--- config.mk ---
export PLATFORM = sky130hd
export DESIGN_NAME = bip_insert
export DESIGN_NICKNAME = d
export VERILOG_FILES = /design/src/rtl/bip_pkg.sv /design/src/rtl/bip_accum.sv /design/src/rtl/bip_frame_pos.sv /design/src/rtl/bip_insert.sv
export SDC_FILE = /design/constraint.sdc
export NUM_CORES = 1
export LEC_CHECK = 0
export BUFFER_PORTS_ARGS = -buffer_cell sky130_fd_sc_hd__buf_4
export CAP_MARGIN = 20
export CORE_ASPECT_RATIO = 1.4
export CORE_UTILIZATION = 57
export CTS_BUF_LIST = sky130_fd_sc_hd__clkbuf_4
export CTS_CLUSTER_DIAMETER = 100
export CTS_CLUSTER_SIZE = 20
export DETAILED_ROUTE_END_ITERATION = 8
export PLACE_DENSITY_LB_ADDON = 0.05
export SYNTH_ARGS = -nofsm -noshare
export SYNTH_HDL_FRONTEND = slang
export SYNTH_SLANG_ARGS = --single-unit
export TNS_END_PERCENT = 10
--- constraint.sdc ---
create_clock -name clk -period 2.85 [get_ports clk]
set_input_delay 0.1425 -clock clk [delete_from_list [all_inputs] [get_ports clk]]
set_output_delay 0.1425 -clock clk [all_outputs]
set_load 0.005 [all_outputs]
--- src/rtl/bip_pkg.sv ---
package bip_pkg;
  typedef logic [7:0] byte_t;
endpackage

--- src/rtl/bip_accum.sv ---
module bip_accum
  import bip_pkg::*;
(
  input  logic  clk,
  input  logic  rst,
  input  logic  fb_sof,
  input  byte_t fb_byte,
  output byte_t par
);
  byte_t acc;
  logic  started;
  logic  par_ok;

  always_ff @(posedge clk) begin
    if (rst) begin
      acc     <= '0;
      started <= 1'b0;
      par     <= '0;
      par_ok  <= 1'b0;
    end else if (fb_sof) begin
      acc     <= fb_byte;
      started <= 1'b1;
      if (started) begin
        par    <= acc;
        par_ok <= 1'b1;
      end
    end else begin
      acc <= acc ^ fb_byte;
    end
  end

  a_r3_par_held: assert property (@(posedge clk) disable iff (rst)
    !fb_sof |=> $stable(par));
  a_r6_zero_until_full: assert property (@(posedge clk) disable iff (rst)
    !par_ok |-> par == 8'h00);
endmodule

--- src/rtl/bip_frame_pos.sv ---
module bip_frame_pos #(
  parameter int ROW_BYTES = 1080,
  parameter int ROWS      = 9,
  parameter int SLOTS     = 12
) (
  input  logic clk,
  input  logic rst,
  input  logic sof_i,
  output logic is_par,
  output logic is_zero
);
  localparam int FRAME = ROW_BYTES * ROWS;
  localparam int CW    = $clog2(FRAME);

  logic [CW-1:0] cnt;
  logic [CW-1:0] cur;
  logic          aligned;
  logic          active;

  assign active = sof_i | aligned;

  always_comb begin
    if (sof_i)                       cur = '0;
    else if (cnt == CW'(FRAME - 1))  cur = '0;
    else                             cur = cnt + 1'b1;
  end

  assign is_par = active && (cur == CW'(ROW_BYTES));

  generate
    if (SLOTS > 1) begin : g_zero
      assign is_zero = active && (cur > CW'(ROW_BYTES)) &&
                       (cur < CW'(ROW_BYTES + SLOTS));
    end else begin : g_nozero
      assign is_zero = 1'b0;
    end
  endgenerate

  always_ff @(posedge clk) begin
    if (rst) begin
      cnt     <= CW'(FRAME - 1);
      aligned <= 1'b0;
    end else if (active) begin
      cnt     <= cur;
      aligned <= 1'b1;
    end
  end

  a_r4_slot_exclusive: assert property (@(posedge clk) disable iff (rst)
    $onehot0({is_par, is_zero}));
  a_r2_pos_range: assert property (@(posedge clk) disable iff (rst)
    cnt < CW'(FRAME));
  a_r9_restart: assert property (@(posedge clk) disable iff (rst)
    sof_i |=> cnt == '0);
endmodule

--- src/rtl/bip_insert.sv ---
module bip_insert
  import bip_pkg::*;
#(
  parameter int ROW_BYTES = 1080,
  parameter int ROWS      = 9,
  parameter int SLOTS     = 12
) (
  input  logic       clk,
  input  logic       rst,
  input  logic       sof_i,
  input  logic [7:0] din,
  input  logic       fb_sof,
  input  logic [7:0] fb_byte,
  input  logic [7:0] force_mask,
  input  logic       fault_en,
  output logic [7:0] dout,
  output logic       sof_o
);
  byte_t par;
  byte_t ins;
  logic  is_par;
  logic  is_zero;

  bip_accum u_accum (
    .clk     (clk),
    .rst     (rst),
    .fb_sof  (fb_sof),
    .fb_byte (fb_byte),
    .par     (par)
  );

  bip_frame_pos #(
    .ROW_BYTES (ROW_BYTES),
    .ROWS      (ROWS),
    .SLOTS     (SLOTS)
  ) u_pos (
    .clk     (clk),
    .rst     (rst),
    .sof_i   (sof_i),
    .is_par  (is_par),
    .is_zero (is_zero)
  );

  assign ins = par ^ (fault_en ? force_mask : 8'h00);

  always_ff @(posedge clk) begin
    if (rst) begin
      dout  <= '0;
      sof_o <= 1'b0;
    end else begin
      sof_o <= sof_i;
      if (is_par)       dout <= ins;
      else if (is_zero) dout <= '0;
      else              dout <= din;
    end
  end

  a_r1_sof_passthrough: assert property (@(posedge clk) disable iff (rst)
    sof_i |=> dout == $past(din));
  a_r8_reset_quiet: assert property (@(posedge clk)
    $past(rst) |-> (dout == 8'h00 && !sof_o));
endmodule

; ---- Word-level counts from Yosys, hierarchy flattened
; Index checks and enable logic that the tools add are counted.
[op_classes]
add_sub_neg = 1
n_mul = 0
div = 0
order_cmp = 2
n_eq_ne = 2
n_shift = 0
muxes = 6
bitwise_logic = 3
n_reduce_logical = 4
[ops]
columns = operator, n
row1 = $mux 8, 4
row2 = $mux 14, 2
row3 = $xor 8x8->8, 2
row4 = $add 14x1->14 const B, 1
row5 = $eq 14x11->1 const B, 1
row6 = $eq 14x14->1 const B, 1
row7 = $gt 14x11->1 const B, 1
row8 = $lt 14x11->1 const B, 1
row9 = $logic_and 1x1->1, 3
row10 = $reduce_and 2->1, 1
row11 = $or 1x1->1, 1
[word_totals]
register_bits = 41
latch_bits = 0
mem_bits_rw = 0
mem_bits_ro = 0
inputBits = 29
out_inout_bits = 9
elab_cells = 25
n_memories = 0

; ---- Logic depth before layout (Yosys ltp)
; Gate-level depths: netlist (run 1).
[logic_depth]
depth_word = 8
depth_mapped = 8
depth_no_buf = 7

; ---- By module
; A second synthesis (run 1) with hierarchy kept.
[unflattened]
cells_unflattened = 286
area_unflattened_um2 = 2397.3
[by_module_without_submodules]
columns = mod, instances, cells_each, area_each_um2, seq_area_each_um2
row1 = bip_frame_pos, 1, 149, 1157.4, 300.3
row2 = bip_accum, 1, 81, 783.3, 340.3
row3 = bip_insert, 1, 56, 456.7, 180.2

; ---- Worst setup path before layout (run 1)
; Ideal clock, no wire load.
[synth_timing]
path_type = flip-flop to flip-flop
start = register u_pos.cnt[12]
end = register dout[6]
setup_ns = 0.074
t_arrival_ns = 1.911
required_ns = 2.776
slack_ns = 0.865
stages_incl_launch_ff = 8
n_path_buf = 1
synth_period_minus_slack_ns = 1.985
path_cell_list = dfxtp_1 -> buf_6 -> or4b_4 -> o41ai_4 -> nor2_2 -> o2111a_1 -> a31oi_4 -> o2bb2ai_1
[synth_between]
elab_chain_len = 8
elab_cells_between_ends = 12
classes_between = add/sub: 1 / order compare: 2 / eq/ne: 2 / mux: 4 / reduce/logical: 3
[synth_lines]
columns = element, line
row1 = from (decl), bip_frame_pos.sv:15  ; logic [CW-1:0] cnt;
row2 = from (signal assigned), bip_frame_pos.sv:41  ; cnt <= CW'(FRAME - 1);
row3 = from (signal assigned), bip_frame_pos.sv:44  ; cnt <= cur;
row4 = $add 14x1->14 / $eq 14x14->1 (equally long branches), "bip_frame_pos.sv:25, bip_frame_pos.sv:24"
row5 = $mux 14 (*), bip_frame_pos.sv:24  ; else if (cnt == CW'(FRAME - 1)) cur = '0;
row6 = $mux 14 (*), bip_frame_pos.sv:23  ; if (sof_i) cur = '0;
row7 = $gt 14x11->1, bip_frame_pos.sv:32  ; assign is_zero = active && (cur > CW'(ROW_BYTES)) &&
row8 = $logic_and 1x1->1 (2 in series), bip_frame_pos.sv:32
row9 = $mux 8, bip_insert.sv:53  ; else if (is_zero) dout <= '0;
row10 = $mux 8 (*), bip_insert.sv:52  ; if (is_par) dout <= ins;
row11 = to (signal assigned), bip_insert.sv:52
row12 = to (signal assigned), bip_insert.sv:54  ; else dout <= din;
row13 = to (decl), bip_insert.sv:16  ; output logic [7:0] dout,
; Every way passes the cells marked *; elsewhere a longest branch is shown, timed or not.
; A chain may end at the register's enable or synchronous reset.

; ---- Final worst setup path (run 1)
[layout_timing]
start = register u_pos.cnt[0]
end = register dout[0]
; The elaborated chain is that of the path after synthesis.

==> run_results.csv, run 1 <==
group,metric,value,unit
setup_path,cpMaxStageDelayCell,"dfxtp_1",
setup_path,cp_slowest_stage_delay,0.49,ns
placement,io_buffers,37,
cells_and_area,area_delta_synth_final,19.8,%
setup_path,cp_cell_sequence,"ha_1, and3_1, and3_1, and4b_1, o2111a_1, nand3_1, o2bb2ai_1",
sta,max_freq,424,MHz
placement,pre_cts_slack,0.546,ns
sta,final_max_slew_viol_count,0,
yosys,synthMostInstantiatedCell,"dfxtp_1",
grt,grt_util_all_layers,0.260,
grt,grt_remaining_overflow,0,
placement,dpl-instance-area,2310,µm²
setup_path,crit_type,"reg2reg",
clocking,clk_latency,0.34,ns
die,die_w,52.6,µm
yosys,synth.distinct_cells,47,
cells_and_area,drive_gt1_frac,0.174,
yosys,synth_top_flop_cell,"dfxtp_1",
routing,drc,0,
yosys,synth_area_leaders,"dfxtp_1, nand2_1, a21oi_1",
grt,antenna_found_initial,0,
die,fp.dieArea,3840,µm²
grt,grt_max_degree,28,
die,core,3410,µm²
yosys,synth-seq-area-share,0.401,
die,core.rowCount,25,
cells_and_area,nets,311,
clocking,ctsLongestPathBuffers,2,
routing,drtIter0Drc,44,
clocking,cts_made_buffers,5,
yosys,netlist_area,2050,µm²
clocking,cts_sinks,41,
yosys,synthArstFlopShare,0,
sta,tns,0,ns
setup_path,cp-end-kind,"register",
die,io_pins,38,
grt,grt_first_pass_wirelength,7430,µm
yosys,yosysTopAreaCell,"dfxtp_1",
yosys,syn_inst,242,
placement,hpwl,3350,µm
setup_path,crit_required,3.12,ns
worst_hold_path,hold_path_class,"in2reg",
power_and_ir_drop,power.leakage,0.974,nW
setup_path,critPathArrivalTime,2.63,ns
flow_run,max_cap_viol_count,0,
cells_and_area,diodes,0,
clocking,cts.htree.levels,2,
outcome,status,"completed",
setup_path,worst_setup_path_start_kind,"register",
sta,fin_crit_sh,0.828,
yosys,syn-num-nets,272,
power_and_ir_drop,peakVddDrop,329,µV
routing,wirelength,4710,µm
setup_path,cpMostUsedCell,"and3_1",
setup_path,critPathMaxFanout,10,
sta,hold_viol_final,0,
sta,max_slew_margin,0.555,
cells_and_area,design_area,2450,µm²
die,die_h,72.9,µm
cells_and_area,utilization,0.719,
sta,worstMarginPinSlew,0.665,ns
yosys,ys_ff_latch,41,
sta,grt_setup_unrepaired,"false",
grt,grt_pass1_vias,1744,
clocking,cts_tree,"done",
cells_and_area,final_cells,321,
clocking,path_clk_slew,0.12,ns
routing,antenna_left,0,
yosys,synth_top_cell_area_share,0.401,
setup_path,ff2ff_path_depth,7,
placement,place.gp.congestion,0.948,
yosys,synth_edf_count,0,
power_and_ir_drop,finalPower,1.13,mW
yosys,syn_avg_cell_area,8.46,µm²
worst_hold_path,whs_path_depth,3,
clocking,cts_resized,0,
yosys,yosysWarnings,0,
routing,drt-pass1-iter-count,4,
sta,fin_hold_ws,0.0390,ns
clocking,cts_root_buf,"clkbuf_4",
routing,viasPerCell,5.88,
sta,layout_min_cycle_time,2.36,ns
yosys,ys_top_cells_by_count,"dfxtp_1, nand2_1, nor2_1",
power_and_ir_drop,power_density,460,nW/µm²
die,start_util,0.600,
placement,dp_cells,305,
routing,drt-wirelength-per-cell,14.7,µm
sta,setup_slack,0.490,ns
cells_and_area,fillers,288,
sta,fin_skew,0.0113,ns
sta,setup_viol_count_final,0,
routing,vias,1887,
## metal layers
metal  vias to the layer above  wire length, µm  part of all wire  GRT usage
li1                        945                -                 -          -
met1                       884             1890              0.40      0.278
met2                        44             2570              0.55      0.473
met3                        14              125             0.027     0.0563
met4                         0              121             0.026      0.111
met5                         -                0                 0          0
## flip-flops by register name (all words and copies together), names as in the netlist
name	cells
u_pos.cnt	14
u_accum.started	1
u_accum.acc	8
u_pos.aligned	1
u_accum.par	8
dout	8
sof_o	1
## path summary, 6_finish.rpt
kind / slack, ns / from / to
setup / recovery: 0.49 / u_pos.cnt[0]$_SDFFE_PP1P_ / dout[0]$_SDFF_PP0_
setup reg to reg: 0.49 / u_pos.cnt[0]$_SDFFE_PP1P_ / dout[0]$_SDFF_PP0_
hold / removal: 0.04 / fb_byte[7] / u_accum.acc[7]$_SDFF_PP0_
hold reg to reg: 0.48 / u_accum.par[4]$_SDFFE_PP0P_ / u_accum.par[4]$_SDFFE_PP0P_
## power by group
| group | leakage (nW) | internal (mW) | switching [mW] | total, mW |
|---|---|---|---|---|
| clock | 0.0292 | 0.0994 | 0.180 | 0.280 |
| combinational | 0.606 | 0.104 | 0.0944 | 0.198 |
| sequential | 0.339 | 0.608 | 0.0422 | 0.650 |
| total | 0.974 | 0.811 | 0.317 | 1.13 |
## cells in the final DEF (no fill, tap or decap), drive strengths merged, types with 2 or more instances in the layout
cell type	Yosys	final
nor2b	10	10
a21oi	19	19
nand3	16	16
and3	4	4
and4	3	3
nor4b	2	2
o41ai	2	2
o311ai	4	4
dfxtp	41	41
nor2	21	21
xor2	10	10
a31oi	3	3
nor3	2	2
buf	6	38
clkbuf	9	6
nand4	3	3
o211ai	2	2
or3	2	2
xnor2	9	9
dlygate4sd3	0	9
o21ai	15	15
o2bb2ai	8	8
inv	3	3
and2	2	2
nand2	27	27
nand4b	2	2
## area by class of cell
class	instances	area, µm²	area share
well taps	40	50.0	0.0204
repair buffers	47	375	0.153
multi-input cells	183	1150	0.467
inverters	3	11.3	0.00459
clock buffers	6	45.0	0.0184
flip-flops and latches	41	821	0.335
clock inverters	1	3.75	0.00153
## worst max-delay path, delay by kind of cell (launching register included)
| family | cells | cell delay, ns |
|---|---|---|
| simple gates | 4 | 0.94 |
| compound gates | 2 | 0.53 |
| flops | 1 | 0.49 |
| fa+ha+maj | 1 | 0.32 |
## repair_timing
action	in CTS	in global routing
hold buffers	4	5
endpoints found under the hold margin	4	5
setup buffers	0	0
endpoints found under the setup margin	0	0
## cells by family (layout without fill, tap and decap cells)
kind of cell | count (synthesis) | count (layout) | synth area share
compound gates | 62 | 62 | 0.215
simple gates | 100 | 100 | 0.252
mux | 1 | 1 | 0.00489
flops | 41 | 41 | 0.401
buf+inv | 18 | 57 | 0.0391
fa+ha+maj | 1 | 1 | 0.00611
xor+xnor | 19 | 19 | 0.0813
Power figures use the tool's default switching activity.
==> run 2, diff against run 1 <==
--- a/config.mk
+++ b/config.mk
@@ -8,7 +8,7 @@
 export BUFFER_PORTS_ARGS = -buffer_cell sky130_fd_sc_hd__buf_4
 export CAP_MARGIN = 20
 export CORE_ASPECT_RATIO = 1.4
-export CORE_UTILIZATION = 57
+export CORE_UTILIZATION = 52
 export CTS_BUF_LIST = sky130_fd_sc_hd__clkbuf_4
 export CTS_CLUSTER_DIAMETER = 100
 export CTS_CLUSTER_SIZE = 20
==> constraint.sdc (replaced) <==
create_clock -name clk -period 2.15 [get_ports clk]
set_input_delay 0.1075 -clock clk [delete_from_list [all_inputs] [get_ports clk]]
set_output_delay 0.1075 -clock clk [all_outputs]
set_load 0.005 [all_outputs]
==> run 2 against run 1 <==
Final cell count is 5.9% higher. Non-clock buffer count is 17 higher. Setup slack worse by 0.34 ns. Fmax is 18% higher. Global-route usage is 0.23 points higher. Critical endpoint is now dout[7]$_SDFF_PP0_. Largest cell class unchanged.
==> run_results.csv, run 2 (synthesis gave the netlist of run 1 again) <==
group,metric,value,unit
outcome,status,"completed",
cells_and_area,area_delta_synth_final,26.5,%
routing,drt-wirelength-per-cell,14.6,µm
flow_run,max_cap_viol_count,0,
sta,fin_crit_sh,0.932,
setup_path,path_depth,7,
die,fp.dieArea,4190,µm²
clocking,post_cts_buffers,0,
setup_path,worst_setup_path_start_kind,"register",
sta,hold_viol_final,0,
die,io_pins,38,
clocking,cts_root_buf,"clkbuf_4",
placement,hpwl,3680,µm
setup_path,critPathMaxFanout,8,
grt,grt_pass1_vias,1852,
sta,tns,0,ns
sta,max_slew_margin,0.526,
sta,grt_setup_unrepaired,"false",
cells_and_area,fillers,323,
sta,layout_min_cycle_time,2.00,ns
clocking,cts_tree,"done",
setup_path,cp.buffers_inverters,0,
setup_path,cpMaxStageDelayCell,"dfxtp_1",
setup_path,r2r-start,"u_pos.cnt[0]$_SDFFE_PP1P_",
sta,fin_skew,0.0108,ns
clocking,cts_sinks,41,
placement,place.gp.congestion,0.854,
grt,grt_first_pass_wirelength,8070,µm
setup_path,cp_top_family,"compound AO/OA/AOI/OAI gates",
die,start_util,0.552,
setup_path,startpoint,"u_pos.cnt[0]$_SDFFE_PP1P_",
die,core.rowCount,26,
grt,grt_remaining_overflow,0,
cells_and_area,final_cell_mix,"buf_4, dfxtp_1, nand2_1, nor2_1, a21oi_1",
routing,wirelength,4960,µm
sta,fin_hold_ws,0.00364,ns
setup_path,ff2ff_path_depth,7,
power_and_ir_drop,peakVddDrop,498,µV
sta,final_max_slew_viol_count,0,
cells_and_area,regMostFlops,"u_pos.cnt",
cells_and_area,design_area,2590,µm²
cells_and_area,utilization,0.698,
grt,grt_util_all_layers,0.262,
setup_path,endpoint,"dout[7]$_SDFF_PP0_",
die,core,3710,µm²
worst_hold_path,hold_path_class,"in2reg",
setup_path,r2r_slack,0.15,ns
grt,antenna_found_initial,0,
setup_path,crit_required,2.42,ns
setup_path,reg2reg_to,"dout[7]$_SDFF_PP0_",
routing,viasPerCell,5.74,
cells_and_area,layout_commonest_cell,"buf_4",
placement,io_buffers,37,
clocking,cts.htree.levels,2,
cells_and_area,drive_gt1_frac,0.228,
setup_path,cp-end-kind,"register",
clocking,cts_made_buffers,5,
setup_path,cpMostUsedCell,"and3_1",
setup_path,critPathArrivalTime,2.27,ns
routing,antenna_left,0,
clocking,path_clk_slew,0.12,ns
cells_and_area,largest_register_ffs,14,
sta,max_freq,499,MHz
routing,drtIter0Drc,40,
setup_path,cp_slowest_stage_delay,0.33,ns
power_and_ir_drop,power.leakage,1.06,nW
die,die_w,55.0,µm
sta,worstMarginPinSlew,0.708,ns
clocking,clk_latency,0.34,ns
cells_and_area,diodes,0,
setup_path,crit_type,"reg2reg",
clocking,ctsLongestPathBuffers,2,
die,die_h,76.2,µm
routing,drc,0,
sta,setup_viol_count_final,0,
power_and_ir_drop,power_density,584,nW/µm²
setup_path,cp_cell_sequence,"ha_1, and3_1, and3_1, and4b_1, o2111a_1, a31oi_4, o2bb2ai_1",
cells_and_area,nets,328,
routing,drt-pass1-iter-count,4,
placement,dpl-instance-area,2440,µm²
grt,grt_max_degree,28,
routing,vias,1951,
## run 2: cell types whose count changed in the layout (fill, tap and decap cells not counted), sizes merged
cell  previous run  this run
buf             38        55
## run 2: cell type report
cell class                 instances  area, µm²  area share
inverter                           3       11.3     0.00435
timing repair buffer              64        503       0.194
clock buffer                       6       45.0      0.0174
clock inverter                     1       3.75     0.00145
multi-input combinational        183       1150       0.445
sequential                        41        822       0.318
tap                               42       52.6      0.0203
## run 2: layer usage
layer | wire length [µm] | share of wire | GRT usage | vias up
met5 | 0 | 0 | 0 | -
met4 | 153 | 0.031 | 0.118 | 0
met3 | 160 | 0.032 | 0.0359 | 12
met2 | 2840 | 0.57 | 0.480 | 50
met1 | 1810 | 0.36 | 0.272 | 913
li1 | - | - | - | 976
## run 2: how the worst min path moves through the flow
| stage | cells after the start | end | slack, ns | startpoint |
|---|---|---|---|---|
| 2_1_floorplan | 1 | u_pos.cnt[2]$_SDFFE_PP1P_ | 0.22 | sof_i |
| 3_3_place_gp | 2 | dout[2]$_SDFF_PP0_ | 0.31 | din[2] |
| 5_1_grt | 3 | u_accum.acc[5]$_SDFF_PP0_ | 0.005 | fb_byte[5] |
| 6_report | 3 | u_accum.acc[7]$_SDFF_PP0_ | 0.004 | fb_byte[7] |
| 4_1_cts | 3 | u_accum.acc[7]$_SDFF_PP0_ | 0.001 | fb_byte[7] |
| 3_5_place_dp | 2 | dout[4]$_SDFF_PP0_ | 0.31 | din[4] |
## run 2: tightest hold or removal path, stage by stage
cell and delay (ns):
buf_4 0.08, xnor2_1 0.06, nor2_1 0.07
## run 2: report_power, final
part,switching [mW],internal [mW],leakage [nW],total [mW]
logic,0.146,0.158,0.696,0.304
clock network,0.230,0.132,0.0292,0.362
registers,0.0392,0.806,0.339,0.845
## run 2: metrics by stage
stage                     power [mW]  setup slack (ns)  std cells
after global routing            1.59            0.0440        340
after detailed placement        1.15             0.105        324
after floorplan                 1.03             0.165        242
after global placement          1.15             0.178        324
after CTS                       1.52            0.0941        340
final                           1.51             0.147        340
## run 2: what timing repair did
item	in CTS	in global routing
hold buffers	9	0
endpoints found under the setup margin	0	10
endpoints found under the hold margin	9	0
gates resized for setup	0	3
